`config.mk`:
```
export PLATFORM = sky130hd
export DESIGN_NAME = hport
export DESIGN_NICKNAME = d
export VERILOG_FILES = /design/src/rtl/hp_pkg.sv /design/src/rtl/hp_sync.sv /design/src/rtl/hp_fifo.sv /design/src/rtl/hp_regs.sv /design/src/rtl/hport.sv
export SDC_FILE = /design/constraint.sdc
export NUM_CORES = 1
export LEC_CHECK = 0
export BUFFER_PORTS_ARGS = -buffer_cell sky130_fd_sc_hd__buf_2
export CAP_MARGIN = 0
export CELL_PAD_IN_SITES_DETAIL_PLACEMENT = 0
export CELL_PAD_IN_SITES_GLOBAL_PLACEMENT = 1
export CORE_MARGIN = 8
export CORE_UTILIZATION = 58
export DETAILED_ROUTE_END_ITERATION = 12
export GPL_ROUTABILITY_DRIVEN = 1
export PLACE_DENSITY = 0.86
export SYNTH_ARGS = -nofsm -noshare
export SYNTH_HDL_FRONTEND = slang
export SYNTH_SLANG_ARGS = --single-unit
```
`constraint.sdc`:
```
create_clock -name clk_i -period 8.8 [get_ports clk_i]
set_input_delay 2.2 -clock clk_i [delete_from_list [all_inputs] [get_ports clk_i]]
set_output_delay 2.2 -clock clk_i [all_outputs]
set_load 0.1 [all_outputs]
```
`src/rtl/hp_pkg.sv`:
```
package hp_pkg;
  localparam int DW        = 8;
  localparam int IDX_W     = 5;
  localparam int MISC_IDX  = 12;
  localparam int MODE_BIT  = 6;
  localparam int IRQ_IDX   = 10;
  localparam int IEN_BIT   = 1;
  localparam int EVT_IDX   = 24;
  localparam int EVT_LSB   = 4;

  typedef enum logic [1:0] {
    A_INDEX  = 2'd0,
    A_IDATA  = 2'd1,
    A_STATUS = 2'd2,
    A_PIO    = 2'd3
  } port_addr_e;
endpackage

```
`src/rtl/hp_sync.sv`:
```
module hp_sync #(
  parameter int W = 1,
  parameter logic [W-1:0] RST_VAL = '0
) (
  input  logic         clk_i,
  input  logic         rst_ni,
  input  logic [W-1:0] d_i,
  output logic [W-1:0] q_o
);
  logic [W-1:0] s1_q, s2_q;
  always_ff @(posedge clk_i or negedge rst_ni) begin
    if (!rst_ni) begin
      s1_q <= RST_VAL;
      s2_q <= RST_VAL;
    end else begin
      s1_q <= d_i;
      s2_q <= s1_q;
    end
  end
  assign q_o = s2_q;
endmodule

```
`src/rtl/hp_fifo.sv`:
```
module hp_fifo #(
  parameter int DW    = 8,
  parameter int DEPTH = 16
) (
  input  logic          clk_i,
  input  logic          rst_ni,
  input  logic          push_i,
  input  logic [DW-1:0] din_i,
  input  logic          pop_i,
  output logic [DW-1:0] dout_o,
  output logic          full_o,
  output logic          empty_o,
  output logic          ovf_o,
  output logic          unf_o
);
  localparam int AW = (DEPTH > 1) ? $clog2(DEPTH) : 1;
  localparam int CW = $clog2(DEPTH + 1);
  localparam logic [AW-1:0] LAST = AW'(DEPTH - 1);
  localparam logic [CW-1:0] FULL = CW'(DEPTH);

  logic [DW-1:0] mem_q [DEPTH];
  logic [AW-1:0] wp_q, rp_q;
  logic [CW-1:0] cnt_q;
  logic          push_ok, pop_ok;

  assign full_o  = (cnt_q == FULL);
  assign empty_o = (cnt_q == '0);
  assign push_ok = push_i && !full_o;
  assign pop_ok  = pop_i && !empty_o;
  assign ovf_o   = push_i && full_o;
  assign unf_o   = pop_i && empty_o;
  assign dout_o  = mem_q[rp_q];

  always_ff @(posedge clk_i) begin
    if (push_ok) mem_q[wp_q] <= din_i;
  end

  always_ff @(posedge clk_i or negedge rst_ni) begin
    if (!rst_ni) begin
      wp_q  <= '0;
      rp_q  <= '0;
      cnt_q <= '0;
    end else begin
      if (push_ok) wp_q <= (wp_q == LAST) ? '0 : wp_q + 1'b1;
      if (pop_ok)  rp_q <= (rp_q == LAST) ? '0 : rp_q + 1'b1;
      case ({push_ok, pop_ok})
        2'b10:   cnt_q <= cnt_q + 1'b1;
        2'b01:   cnt_q <= cnt_q - 1'b1;
        default: cnt_q <= cnt_q;
      endcase
    end
  end
endmodule

```
`src/rtl/hp_regs.sv`:
```
module hp_regs
  import hp_pkg::*;
#(
  parameter int IW = IDX_W
) (
  input  logic          clk_i,
  input  logic          rst_ni,
  input  logic          idx_wr_i,
  input  logic          reg_wr_i,
  input  logic          stat_wr_i,
  input  logic [DW-1:0] wdata_i,
  input  logic [2:0]    evt_i,    // {timer, cap, play}
  input  logic [3:0]    err_i,    // {cap_unf, cap_ovf, play_unf, play_ovf}
  output logic [IW-1:0] idx_o,
  output logic [DW-1:0] rdata_o,
  output logic [DW-1:0] status_o,
  output logic          ien_o,
  output logic [2:0]    pend_o,
  output logic          irq_o
);
  localparam int NREG = 2 ** IW;

  logic [DW-1:0] bank_q [NREG];
  logic [IW-1:0] idx_q, eff_idx;
  logic [2:0]    pend_q, clr;
  logic [3:0]    err_q;
  logic          mode, evt_sel, int_st;

  assign mode    = bank_q[MISC_IDX][MODE_BIT];
  assign ien_o   = bank_q[IRQ_IDX][IEN_BIT];
  assign eff_idx = mode ? idx_q : {1'b0, idx_q[IW-2:0]};
  assign evt_sel = (eff_idx == IW'(EVT_IDX));

  always_comb begin
    clr = 3'b000;
    if (stat_wr_i)                clr = 3'b111;
    else if (reg_wr_i && evt_sel) clr = ~wdata_i[EVT_LSB +: 3];
  end

  always_ff @(posedge clk_i or negedge rst_ni) begin
    if (!rst_ni) begin
      idx_q  <= '0;
      pend_q <= '0;
      err_q  <= '0;
      for (int i = 0; i < NREG; i++) bank_q[i] <= '0;
    end else begin
      if (idx_wr_i) idx_q <= wdata_i[IW-1:0];
      if (reg_wr_i && !evt_sel) bank_q[eff_idx] <= wdata_i;
      pend_q <= (pend_q & ~clr) | evt_i;
      err_q  <= stat_wr_i ? err_i : (err_q | err_i);
    end
  end

  assign int_st   = ien_o && (|pend_q);
  assign irq_o    = int_st;
  assign pend_o   = pend_q;
  assign idx_o    = idx_q;
  assign status_o = {err_q, pend_q, int_st};
  assign rdata_o  = evt_sel ? DW'({pend_q, 4'b0000}) : bank_q[eff_idx];
endmodule

```
`src/rtl/hport.sv`:
```
module hport
  import hp_pkg::*;
#(
  parameter int FIFO_DEPTH = 16
) (
  input  logic          clk_i,
  input  logic          rst_ni,
  input  logic          cs_ni,
  input  logic          rd_ni,
  input  logic          wr_ni,
  input  logic [1:0]    addr_i,
  input  logic [DW-1:0] data_i,
  output logic [DW-1:0] data_o,
  input  logic          cap_ack_ni,
  input  logic          play_ack_ni,
  output logic          cap_req_o,
  output logic          play_req_o,
  output logic          xcvr_en_no,
  output logic          xcvr_dir_o,
  output logic          irq_o,
  input  logic          cap_push_i,
  input  logic [DW-1:0] cap_din_i,
  input  logic          play_pop_i,
  output logic [DW-1:0] play_dout_o,
  input  logic          play_evt_i,
  input  logic          cap_evt_i,
  input  logic          timer_evt_i
);
  localparam int CTL_W = 5;
  localparam int DAT_W = 2 + DW;

  // transceiver controls straight from the pins
  logic qual;
  assign qual       = !cs_ni || !cap_ack_ni || !play_ack_ni;
  assign xcvr_en_no = !((!rd_ni || !wr_ni) && qual);
  assign xcvr_dir_o = !(!rd_ni && qual);

  logic [CTL_W-1:0] ctl_s;
  logic [DAT_W-1:0] dat_s;
  logic rd_s, wr_s, cs_s, cack_s, pack_s;

  hp_sync #(.W(CTL_W), .RST_VAL('1)) u_sync_ctl (
    .clk_i, .rst_ni,
    .d_i({rd_ni, wr_ni, cs_ni, cap_ack_ni, play_ack_ni}),
    .q_o(ctl_s)
  );
  hp_sync #(.W(DAT_W), .RST_VAL('0)) u_sync_dat (
    .clk_i, .rst_ni,
    .d_i({addr_i, data_i}),
    .q_o(dat_s)
  );
  assign {rd_s, wr_s, cs_s, cack_s, pack_s} = ctl_s;

  logic          rd_d, wr_d, cs_h, cack_h, pack_h;
  port_addr_e    addr_h;
  logic [DW-1:0] data_h;

  always_ff @(posedge clk_i or negedge rst_ni) begin
    if (!rst_ni) begin
      rd_d   <= 1'b1;
      wr_d   <= 1'b1;
      cs_h   <= 1'b1;
      cack_h <= 1'b1;
      pack_h <= 1'b1;
      addr_h <= A_INDEX;
      data_h <= '0;
    end else begin
      rd_d <= rd_s;
      wr_d <= wr_s;
      if (!rd_s || !wr_s) begin
        cs_h   <= cs_s;
        cack_h <= cack_s;
        pack_h <= pack_s;
        addr_h <= port_addr_e'(dat_s[DAT_W-1 -: 2]);
        data_h <= dat_s[DW-1:0];
      end
    end
  end

  logic rd_rise, wr_rise, ctl_wr;
  assign rd_rise = rd_s && !rd_d;
  assign wr_rise = wr_s && !wr_d;
  assign ctl_wr  = wr_rise && pack_h && !cs_h;

  logic play_push, cap_pop, idx_wr, reg_wr, stat_wr;
  assign play_push = wr_rise && (!pack_h || (!cs_h && addr_h == A_PIO));
  assign cap_pop   = rd_rise && (!cack_h || (!cs_h && addr_h == A_PIO));
  assign idx_wr    = ctl_wr && (addr_h == A_INDEX);
  assign reg_wr    = ctl_wr && (addr_h == A_IDATA);
  assign stat_wr   = ctl_wr && (addr_h == A_STATUS);

  logic          play_full, play_empty, play_ovf, play_unf;
  logic          cap_full, cap_empty, cap_ovf, cap_unf;
  logic [DW-1:0] cap_head;

  hp_fifo #(.DW(DW), .DEPTH(FIFO_DEPTH)) u_play (
    .clk_i, .rst_ni,
    .push_i(play_push), .din_i(data_h),
    .pop_i(play_pop_i), .dout_o(play_dout_o),
    .full_o(play_full), .empty_o(play_empty),
    .ovf_o(play_ovf), .unf_o(play_unf)
  );
  hp_fifo #(.DW(DW), .DEPTH(FIFO_DEPTH)) u_cap (
    .clk_i, .rst_ni,
    .push_i(cap_push_i), .din_i(cap_din_i),
    .pop_i(cap_pop), .dout_o(cap_head),
    .full_o(cap_full), .empty_o(cap_empty),
    .ovf_o(cap_ovf), .unf_o(cap_unf)
  );

  assign cap_req_o  = !cap_empty;
  assign play_req_o = !play_full;

  logic [IDX_W-1:0] idx;
  logic [DW-1:0]    reg_rdata, status;
  logic             ien;
  logic [2:0]       pend;

  hp_regs u_regs (
    .clk_i, .rst_ni,
    .idx_wr_i(idx_wr), .reg_wr_i(reg_wr), .stat_wr_i(stat_wr),
    .wdata_i(data_h),
    .evt_i({timer_evt_i, cap_evt_i, play_evt_i}),
    .err_i({cap_unf, cap_ovf, play_unf, play_ovf}),
    .idx_o(idx), .rdata_o(reg_rdata), .status_o(status),
    .ien_o(ien), .pend_o(pend), .irq_o(irq_o)
  );

  always_comb begin
    if (!cack_h) data_o = cap_head;
    else begin
      unique case (addr_h)
        A_INDEX:  data_o = DW'(idx);
        A_IDATA:  data_o = reg_rdata;
        A_STATUS: data_o = status;
        default:  data_o = cap_head;
      endcase
    end
  end

  logic unused_ok;
  assign unused_ok = ^{cap_full, play_empty};
endmodule

```
Yosys cells after proc, flatten, opt, wreduce, memory -nomap -nowiden:

Memories as Yosys holds them, arrays and structs flattened.
Index checks and enable logic that the tools add are counted.
Widths: inputs -> output; s select.

* flip-flop bits (word level): 339
* memory bits (writable): 256
* bits of input ports: 30
* output and inout bits: 21
* logic and storage cells: 162
* memories kept: 2

Memory list
* u_cap.mem_q: depth 16, bits a word 8, read ports 1, clocked after memory_dff 0, write ports 1, line hp_fifo.sv:21 `logic [DW-1:0] mem_q [DEPTH];`
* u_play.mem_q: depth 16, bits a word 8, read ports 1, clocked after memory_dff 0, write ports 1, line hp_fifo.sv:21

* add/sub/neg operators: 8
* magnitude comparators: 2
* equality and inequality tests: 14
* multiplexer cells: 23
* bitwise gates (word level): 6
* reductions and logical operators: 55

Operator list (count)
* $bwmux 256: 1
* $bmux 8 s5: 1
* $demux 8 s5: 1
* $mux 8: 5
* $logic_and 1x1->1: 24
* $pmux 8 s3: 1
* $mux 4: 5
* $pmux 5 s2: 2
* $logic_not 1->1: 19
* $add 4x1->4 const B: 4
* $eq 4x4->1 const B: 4
* $eq 5x5->1 const B: 3
* $add 5x1->5 const B: 2
* $logic_not 5->1: 2
* $sub 5x1->5 const B: 2
* $eq 2x2->1 const B: 4
* $eq 2x1->1 const B: 3
* $ge 6x6->1 const B: 1
* $logic_or 1x1->1: 6
* $lt 6x1->1 const B: 1
* $mux 3: 2
* $not 3->3: 2
* $not 5->6: 1
* $mux 5: 1
* 7 further kinds: 11

Logic depth before layout (Yosys ltp):

Gate-level depths: netlist of run 1.

* depth after elaboration: 11
* depth in mapped cells: 15
* depth with buffers taken out: 12

Modules after synthesis:

Synthesis of run 1 repeated with hierarchy kept, for this count alone.

* cell total of the unflattened synthesis: 1521
* area, all modules: 25622.1 um2

By module, submodules not included
* hp_regs: instances 1, cells an instance 766, area an instance 12328.1 um2
* hp_fifo at u_cap: instances 1, cells an instance 317, area an instance 5791.8 um2
* hp_fifo at u_play: instances 1, cells an instance 319, area an instance 5791.8 um2
* hport: instances 1, cells an instance 89, area an instance 947.2 um2
* hp_sync at u_sync_dat: instances 1, cells an instance 20, area an instance 500.5 um2
* hp_sync at u_sync_ctl: instances 1, cells an instance 10, area an instance 262.8 um2

Worst setup path after synthesis of run 1:

Ideal clock, no wire load.

* kind: reg-to-output
* start point: register u_cap.rp_q[1]
* end point: output port data_o[4]
* arrival: 3721 ps
* required time: 6600 ps
* slack: 2879 ps
* stages on the path, launching flop included: 7
* buffers on the path: 3
* cell sequence: dfrtp_1 -> buf_2 -> buf_2 -> buf_1 -> mux4_2 -> a31oi_1 -> a221oi_1

* word-level cells in the longest chain between the ends: 3

Ends and longest elaborated chain
* start, declared: line hp_fifo.sv:22 `logic [AW-1:0] wp_q, rp_q;`
* start signal, assigned: line hp_fifo.sv:45 `if (pop_ok) rp_q <= (rp_q == LAST) ? '0 : rp_q + 1'b1;`
* $mem_v2 16x8 *
* $pmux 8 s3: line hport.sv:132 `unique case (addr_h)`
* $mux 8 *: line hport.sv:130 `if (!cack_h) data_o = cap_head;`
* end, declared: line hport.sv:13 `output logic [DW-1:0] data_o,`

Mark *: on every way between the ends. The rest lies on a longest branch, timed or not.

Final worst setup path of run 1:

* start point: register u_regs.idx_q[0], in the netlist u_regs.idx_o[0]
* end point: output port data_o[5]

* word-level cells in the longest chain between the ends: 8

Ends and longest elaborated chain
* start, declared: line hp_regs.sv:24 `logic [IW-1:0] idx_q, eff_idx;`
* start signal, assigned: line hp_regs.sv:47 `if (idx_wr_i) idx_q <= wdata_i[IW-1:0];`
* $mux 5 *: line hp_regs.sv:31 `assign eff_idx = mode ? idx_q : {1'b0, idx_q[IW-2:0]};`
* $not 5->6 (implied by the code): line hp_regs.sv:59 `assign rdata_o = evt_sel ? DW'({pend_q, 4'b0000}) : bank_q[eff_idx];`
* $bmux 8 s5: line hp_regs.sv:59
* $mux 8 (implied by the code) (2 in a row): line hp_regs.sv:59
* $mux 8 *: line hp_regs.sv:59
* $pmux 8 s3 *: line hport.sv:132
* $mux 8 *: line hport.sv:130

Mark *: on every way between the ends. The rest lies on a longest branch, timed or not. The select of a mux whose other input is x is not followed.

==> flow_metrics.env, run 1 <==
export IMPL_worstReg2RegEnd="u_play.cnt_q[4]"
export IMPL_root_buffer="clkbuf_16"
export IMPL_first_iter_violations=1145
export IMPL_num_vias=13700
export IMPL_synth_most_common_cell="dfrtp_1"
export IMPL_async_flop_share=0.569
export IMPL_crit_slowest_cell="dfrtp_4"
export IMPL_critical_path_depth=6
export IMPL_grtUsageTotal=0.220
export IMPL_grt_overflow=0
export IMPL_hold_ws_ns=0.347
export IMPL_syn_avg_cell_area_um2=16.5
export IMPL_p_int_mw=5.25
export IMPL_path_clk_slew_ns=0.06
export IMPL_ant_nets=0
export IMPL_vias_per_cell=6.24
export IMPL_worst_pin_slew_ns=1.33
export IMPL_synth_flop_cell="dfrtp_1"
export IMPL_yosys_area_top_type_share=0.320
export IMPL_p_sw_mw=2.55
export IMPL_worstPathArrival_ns=4.20
export IMPL_finalWorstSetupSlack_ns=2.40
export IMPL_timing_setup_critical_path_class="register to primary output"
export IMPL_cp_end_kind="primary output"
export IMPL_critPathMaxStageDelay_ns=1.01
export IMPL_synth_edf_count=256
export IMPL_synthCells=1534
export IMPL_drv_slew=0
export IMPL_cts_repair_resized=0
export IMPL_insertion_delay_ns=0.63
export IMPL_ir_drop_v=0.000308
export IMPL_post_cts_setup_buffers=0
export IMPL_diodes=0
export IMPL_core_mm2=0.0431
export IMPL_syn_nets=1581
export IMPL_die_area_mm2=0.0505
export IMPL_maxCapViolations=0
export IMPL_synthToLayoutAreaGrowth_pct=10.6
export IMPL_synthTopCellsByCount="dfrtp_1 (323), mux2_2 (273), edfxtp_1 (256)"
export IMPL_cp_num_buf_inv=2
export IMPL_ff2ff_path_depth=11
export IMPL_crit_fanout=43
export IMPL_io_pin_count=51
export IMPL_yosysWarnings=0
export IMPL_cts_buffers=58
export IMPL_hold_violations=0
export IMPL_r2r_start="u_play.cnt_q[1]"
export IMPL_drive_gt1_frac=0.372
export IMPL_period_needed_ns=6.40
export IMPL_cts_tree="done"
export IMPL_period_share=0.728
export IMPL_cp_start_kind="register"
export IMPL_switching_share=0.327
export IMPL_dp_hpwl_um=34700
export IMPL_yosys_top_cells_area="dfrtp_1 (32%), edfxtp_1 (30%), mux2_2 (12%)"
export IMPL_cp_cell_sequence="buf_4, mux4_2, a22o_1, a2111oi_0, o21ai_0, buf_2"
export IMPL_startpoint="u_regs.idx_o[0]"
export IMPL_antenna_found_initial=1
export IMPL_max_slew_margin=0.115
export IMPL_p_clk_frac=0.323
export IMPL_clock_sink_count=594
export IMPL_wl_per_cell_um=24.7
export IMPL_fin_skew_ns=0.0285
export IMPL_holdCritPathClass="register to register"
export IMPL_start_util=0.586
export IMPL_cp_endpoint="data_o[5]"
export IMPL_rsz0062_at_grt="false"
export IMPL_row_count=76
export IMPL_seq_power_share=0.432
export IMPL_fin_util=0.648
export IMPL_worst_path_dominant_cell_family="compound AO/OA/AOI/OAI gates"
export IMPL_drt_total_wl_um=54300
export IMPL_post_route_drc_count=0
export IMPL_crit_required_ns=6.60
export IMPL_grt_pass1_wl_um=86000
export IMPL_setup_violations_final=0
export IMPL_syn_area_mm2=0.0253
export IMPL_ff2ff_setup_slack_ns=5.28
export IMPL_synth_seq_cells=594
export IMPL_die_w_um=225
export IMPL_grt_pass1_vias=14200
export IMPL_drt_first_pass_iters=4
export IMPL_finalNetCount=1613
export IMPL_seq_area_frac_synth=0.640
export IMPL_power_density_mw_per_mm2=279
export IMPL_htree_levels=2
export IMPL_p_leak_nw=11.4
export IMPL_die_y_um=225
export IMPL_combPwrFrac=0.244
export IMPL_gp_congestion=0.939
export IMPL_portBuffers=50
export IMPL_place_ws_ns=2.89
export IMPL_synth_largest_area_cell="dfrtp_1"
export IMPL_outcome="complete, no violations"
export IMPL_cts_path_max_buffers=3
export IMPL_ctsHoldBuffers=0
export IMPL_max_freq_mhz=156
export IMPL_fin_setup_tns_ns=0
export IMPL_grt_max_degree=135
export IMPL_ys_types=68
power groups by stage:
stage / logic (mW) / registers (mW) / clock network [mW]
2_1_floorplan: 1.66 / 3.21 / 0
3_3_place_gp: 1.88 / 3.41 / 0
3_5_place_dp: 1.91 / 3.42 / 0
4_1_cts: 1.92 / 3.37 / 2.56
5_1_grt: 2.04 / 3.40 / 2.66
6_report: 1.91 / 3.37 / 2.52
worst register-to-register path: cells and delay by family, from the launching register on:
family,cells,cell delay (ns)
simple gates,1,0.57
buf+inv,1,0.19
mux,1,0.24
xor+xnor,2,0.34
compound gates,4,1.00
fa+ha+maj,2,0.62
flops,1,0.48
layer usage:
layer / vias to the layer above / global-route usage / wire length (um) / share of wire
li1: 5970 / - / - / -
met1: 7225 / 0.308 / 23400 / 0.43
met2: 402 / 0.347 / 26300 / 0.48
met3: 107 / 0.0432 / 2970 / 0.055
met4: 2 / 0.0705 / 1600 / 0.029
met5: - / 0 / 13 / 0.00024
through the flow:
| stage | instances | total power [mW] | instance area, um2 |
|---|---|---|---|
| floorplan | 1534 | 4.87 | 25300 |
| global placement | 2091 | 5.29 | 26000 |
| detailed placement | 2091 | 5.33 | 26000 |
| CTS | 2196 | 7.86 | 27900 |
| global route | 2196 | 8.10 | 27900 |
| finish | 2196 | 7.80 | 27900 |
logic make-up after synthesis:
family          count (synthesis)  share of synthesized area
flops                         594                      0.640
mux                           422                      0.236
simple gates                  205                     0.0434
compound gates                158                     0.0457
buf+inv                       121                     0.0208
xor+xnor                       17                    0.00590
fa+ha+maj                      17                    0.00842
cell usage in the layout, fill, tap and decap left out, types with 23 or more instances in the layout:
cell	n
dfrtp_1	318
mux2_2	273
edfxtp_1	256
mux4_2	111
nand2_1	64
clkbuf_16	58
buf_2	49
mux2i_1	38
nor2_1	36
o21ai_0	34
buf_4	25
a221oi_1	23
sequential cells by signal, summed over array words and instances, names as in the netlist, 2 cells and up:
name	flops
addr_h	2
data_h	8
u_cap.cnt_q	5
u_cap.mem_q	128
u_cap.rp_q	4
u_cap.wp_q	4
u_play.cnt_q	5
u_play.mem_q	128
u_play.rp_q	4
u_play.wp_q	4
u_regs.bank_q	254
u_regs.err_q	4
u_regs.idx_o	5
u_regs.pend_o	3
u_sync_ctl.q_o	5
u_sync_ctl.s1_q	5
u_sync_dat.q_o	10
u_sync_dat.s1_q	10
worst min path at each step:
stage	startpoint	endpoint	depth (start not counted)
floorplan	u_sync_dat.s1_q[0]	u_sync_dat.q_o[0]	0
global placement	u_sync_dat.s1_q[8]	u_sync_dat.q_o[8]	0
detailed placement	u_sync_dat.s1_q[7]	u_sync_dat.q_o[7]	0
CTS	u_sync_dat.s1_q[6]	u_sync_dat.q_o[6]	0
global route	u_sync_dat.s1_q[7]	u_sync_dat.q_o[7]	0
finish	u_sync_dat.s1_q[6]	u_sync_dat.q_o[6]	0
cell type report:
| type | instances | area, um2 |
|---|---|---|
| fillers | 2934 | 15100 |
| flip-flops and latches | 594 | 16200 |
| multi-input cells | 819 | 8570 |
| clock buffers | 73 | 1560 |
| well taps | 585 | 732 |
| inverters | 18 | 67.6 |
| repair buffers | 75 | 448 |
| clock inverters | 32 | 383 |
No activity file was read; power rests on OpenSTA's default activity.
==> run 2, diff against run 1 <==
--- a/config.mk
+++ b/config.mk
@@ -5,15 +5,16 @@
 export SDC_FILE = /design/constraint.sdc
 export NUM_CORES = 1
 export LEC_CHECK = 0
+export ABC_AREA = 1
 export BUFFER_PORTS_ARGS = -buffer_cell sky130_fd_sc_hd__buf_2
 export CAP_MARGIN = 0
 export CELL_PAD_IN_SITES_DETAIL_PLACEMENT = 0
 export CELL_PAD_IN_SITES_GLOBAL_PLACEMENT = 1
 export CORE_MARGIN = 8
-export CORE_UTILIZATION = 58
+export CORE_UTILIZATION = 45
 export DETAILED_ROUTE_END_ITERATION = 12
 export GPL_ROUTABILITY_DRIVEN = 1
-export PLACE_DENSITY = 0.86
+export PLACE_DENSITY = 0.78
 export SYNTH_ARGS = -nofsm -noshare
 export SYNTH_HDL_FRONTEND = slang
 export SYNTH_SLANG_ARGS = --single-unit
==> constraint.sdc (replaced) <==
create_clock -name clk_i -period 5.8 [get_ports clk_i]
set_input_delay 1.45 -clock clk_i [delete_from_list [all_inputs] [get_ports clk_i]]
set_output_delay 1.45 -clock clk_i [all_outputs]
set_load 0.1 [all_outputs]
==> flow_metrics.env, run 2 <==
export IMPL_yosys_area_top_type_share=0.322
export IMPL_setup_violations_final=0
export IMPL_drt_first_pass_iters=6
export IMPL_min_from="u_sync_dat.s1_q[5]"
export IMPL_cts_repair_resized=0
export IMPL_cts_tree="done"
export IMPL_timing_setup_critical_path_class="register to primary output"
export IMPL_maxCapViolations=0
export IMPL_row_count=86
export IMPL_p_clk_frac=0.330
export IMPL_htree_levels=3
export IMPL_drt_total_wl_um=64300
export IMPL_seq_power_share=0.401
export IMPL_ant_nets=0
export IMPL_whs_endpoint="u_sync_dat.q_o[5]"
export IMPL_crit_fanout=38
export IMPL_yosysWarnings=0
export IMPL_critPathMaxStageDelay_ns=0.83
export IMPL_io_pin_count=51
export IMPL_drv_slew=0
export IMPL_largest_reg_flops=255
export IMPL_ys_types=41
export IMPL_top_register="u_regs.bank_q"
export IMPL_ir_drop_v=0.000308
export IMPL_biggestRegsByFlops="u_regs.bank_q x255, u_cap.mem_q x128, u_play.mem_q x128"
export IMPL_synthCells=2571
export IMPL_die_y_um=253
export IMPL_rsz0062_at_grt="false"
export IMPL_fin_area_mm2=0.0283
export IMPL_holdCritPathClass="register to register"
export IMPL_yosys_top_cells_area="dfrtp_1 (32%), edfxtp_1 (31%), nand2_1 (13%)"
export IMPL_async_flop_share=0.570
export IMPL_portBuffers=50
export IMPL_power_density_mw_per_mm2=441
export IMPL_grtUsageTotal=0.202
export IMPL_root_buffer="clkbuf_16"
export IMPL_combPwrFrac=0.269
export IMPL_worst_path_dominant_cell_family="simple AND/OR/NAND/NOR gates"
export IMPL_placed_cell_area_mm2=0.0261
export IMPL_finalNetCount=2623
export IMPL_synthToLayoutAreaGrowth_pct=12.2
export IMPL_p_int_mw=7.92
export IMPL_post_cts_setup_buffers=0
export IMPL_cp_num_buf_inv=3
export IMPL_path_clk_slew_ns=0.06
export IMPL_max_slew_margin=0.221
export IMPL_syn_avg_cell_area_um2=9.80
export IMPL_fin_setup_tns_ns=0
export IMPL_ctsHoldBuffers=0
export IMPL_grt_pass1_wl_um=102000
export IMPL_cp_cell_sequence="buf_4, nor2_4, clkinv_1, nor2_4, a21oi_1, nand3_1, nand2_1, nand2_1, nand2_1, nand2_1, buf_12"
export IMPL_cts_path_max_buffers=3
export IMPL_fin_skew_ns=0.0277
export IMPL_wl_per_cell_um=19.0
export IMPL_layout_common_cells="nand2_1 (906), dfrtp_1 (321), edfxtp_1 (256)"
export IMPL_grt_overflow=0
export IMPL_synth_seq_cells=595
export IMPL_seq_area_frac_synth=0.642
export IMPL_hold_violations=0
export IMPL_grt_pass1_vias=17700
export IMPL_antenna_found_initial=0
export IMPL_cp_end_kind="primary output"
export IMPL_gp_congestion=0.840
export IMPL_syn_area_mm2=0.0252
export IMPL_synthTopCellsByCount="nand2_1 (906), dfrtp_1 (324), edfxtp_1 (256)"
export IMPL_min_path_cells=0
export IMPL_cts_buffers=66
export IMPL_p_sw_mw=4.57
export IMPL_period_share=0.907
export IMPL_die_w_um=253
export IMPL_worstPathArrival_ns=3.81
export IMPL_post_route_drc_count=0
export IMPL_core_mm2=0.0552
export IMPL_worst_pin_slew_ns=1.17
export IMPL_synth_most_common_cell="nand2_1"
export IMPL_crit_slowest_cell="nor2_4"
export IMPL_dp_hpwl_um=40600
export IMPL_cp_common_cell="nand2_1"
export IMPL_first_iter_violations=1665
export IMPL_diodes=0
export IMPL_outcome="complete, no violations"
export IMPL_die_area_mm2=0.0638
export IMPL_synth_flop_cell="dfrtp_1"
export IMPL_switching_share=0.366
export IMPL_cp_start_kind="register"
export IMPL_worstReg2RegEnd="u_regs.bank_q[157]"
export IMPL_vias_per_cell=5.37
export IMPL_synth_largest_area_cell="dfrtp_1"
export IMPL_r2r_start="u_regs.idx_o[1]"
export IMPL_synth_edf_count=256
export IMPL_start_util=0.456
export IMPL_grt_max_degree=106
export IMPL_clock_sink_count=595
export IMPL_max_freq_mhz=190
export IMPL_insertion_delay_ns=0.61
export IMPL_crit_required_ns=4.35
export IMPL_period_needed_ns=5.26
export IMPL_hold_ws_ns=0.351
export IMPL_final_common_cell="nand2_1"
export IMPL_p_leak_nw=11.9
export IMPL_syn_nets=2618
export IMPL_ff2ff_setup_slack_ns=1.87
export IMPL_critical_path_depth=11
export IMPL_drive_gt1_frac=0.0936
export IMPL_num_vias=18100
export IMPL_ff2ff_path_depth=6
-- run 2: worst max-delay path by stage --
stage,startpoint,to
finish,u_regs.idx_o[1],data_o[6]
global route,u_regs.idx_o[0],data_o[0]
CTS,u_regs.idx_o[0],data_o[0]
detailed placement,u_regs.idx_o[0],data_o[0]
global placement,u_regs.idx_o[0],data_o[0]
floorplan,u_regs.pend_o[0],data_o[0]
-- run 2: final cells by class --
type / instances / area, um2
tap: 748 / 936
clock inverter: 33 / 330
multi-input combinational: 1758 / 8080
clock buffer: 88 / 1840
fill: 4907 / 26900
sequential: 595 / 16200
timing repair buffer: 82 / 633
inverter: 73 / 274
-- run 2: worst register-to-register path, stage by stage, from the launching register on --
cell	delay [ns]
dfrtp_1	0.65
buf_4	0.35
nor2_4	0.83
clkinv_1	0.34
nor2_1	0.69
nand2_1	0.60
o21ai_0	0.37
-- run 2: cells by family (layout without fill, tap and decap cells) --
family / Yosys count / in the layout / share of synthesized area
xor+xnor: 13 / 13 / 0.00452
flops: 595 / 595 / 0.642
mux: 2 / 2 / 0.000894
simple gates: 1236 / 1236 / 0.201
buf+inv: 218 / 276 / 0.0387
fa+ha+maj: 17 / 17 / 0.00844
compound gates: 490 / 490 / 0.104
-- run 2: per-layer routing --
layer,track usage,wire length [um]
met1,0.274,28300
met2,0.333,30700
met3,0.0296,3300
met4,0.0679,1870
met5,0,0
-- run 2: stage by stage --
stage / worst slack [ns] / total power, mW / std cells / utilization
after floorplan: 0.528 / 7.30 / 2571 / -
after global placement: 0.928 / 8.40 / 3256 / 0.473
after detailed placement: 0.881 / 8.46 / 3256 / 0.473
after CTS: 0.219 / 12.6 / 3377 / 0.512
after global routing: 0.296 / 13.0 / 3377 / 0.512
final: 0.537 / 12.5 / 3377 / 0.512
-- run 2: power by group through the flow --
stage / Sequential, mW / Combinational, mW / Clock, mW
2_1_floorplan: 4.91 / 2.38 / 0
5_1_grt: 5.04 / 3.64 / 4.36
6_report: 5.00 / 3.36 / 4.12
3_3_place_gp: 5.07 / 3.33 / 0
4_1_cts: 5.00 / 3.39 / 4.20
3_5_place_dp: 5.08 / 3.38 / 0
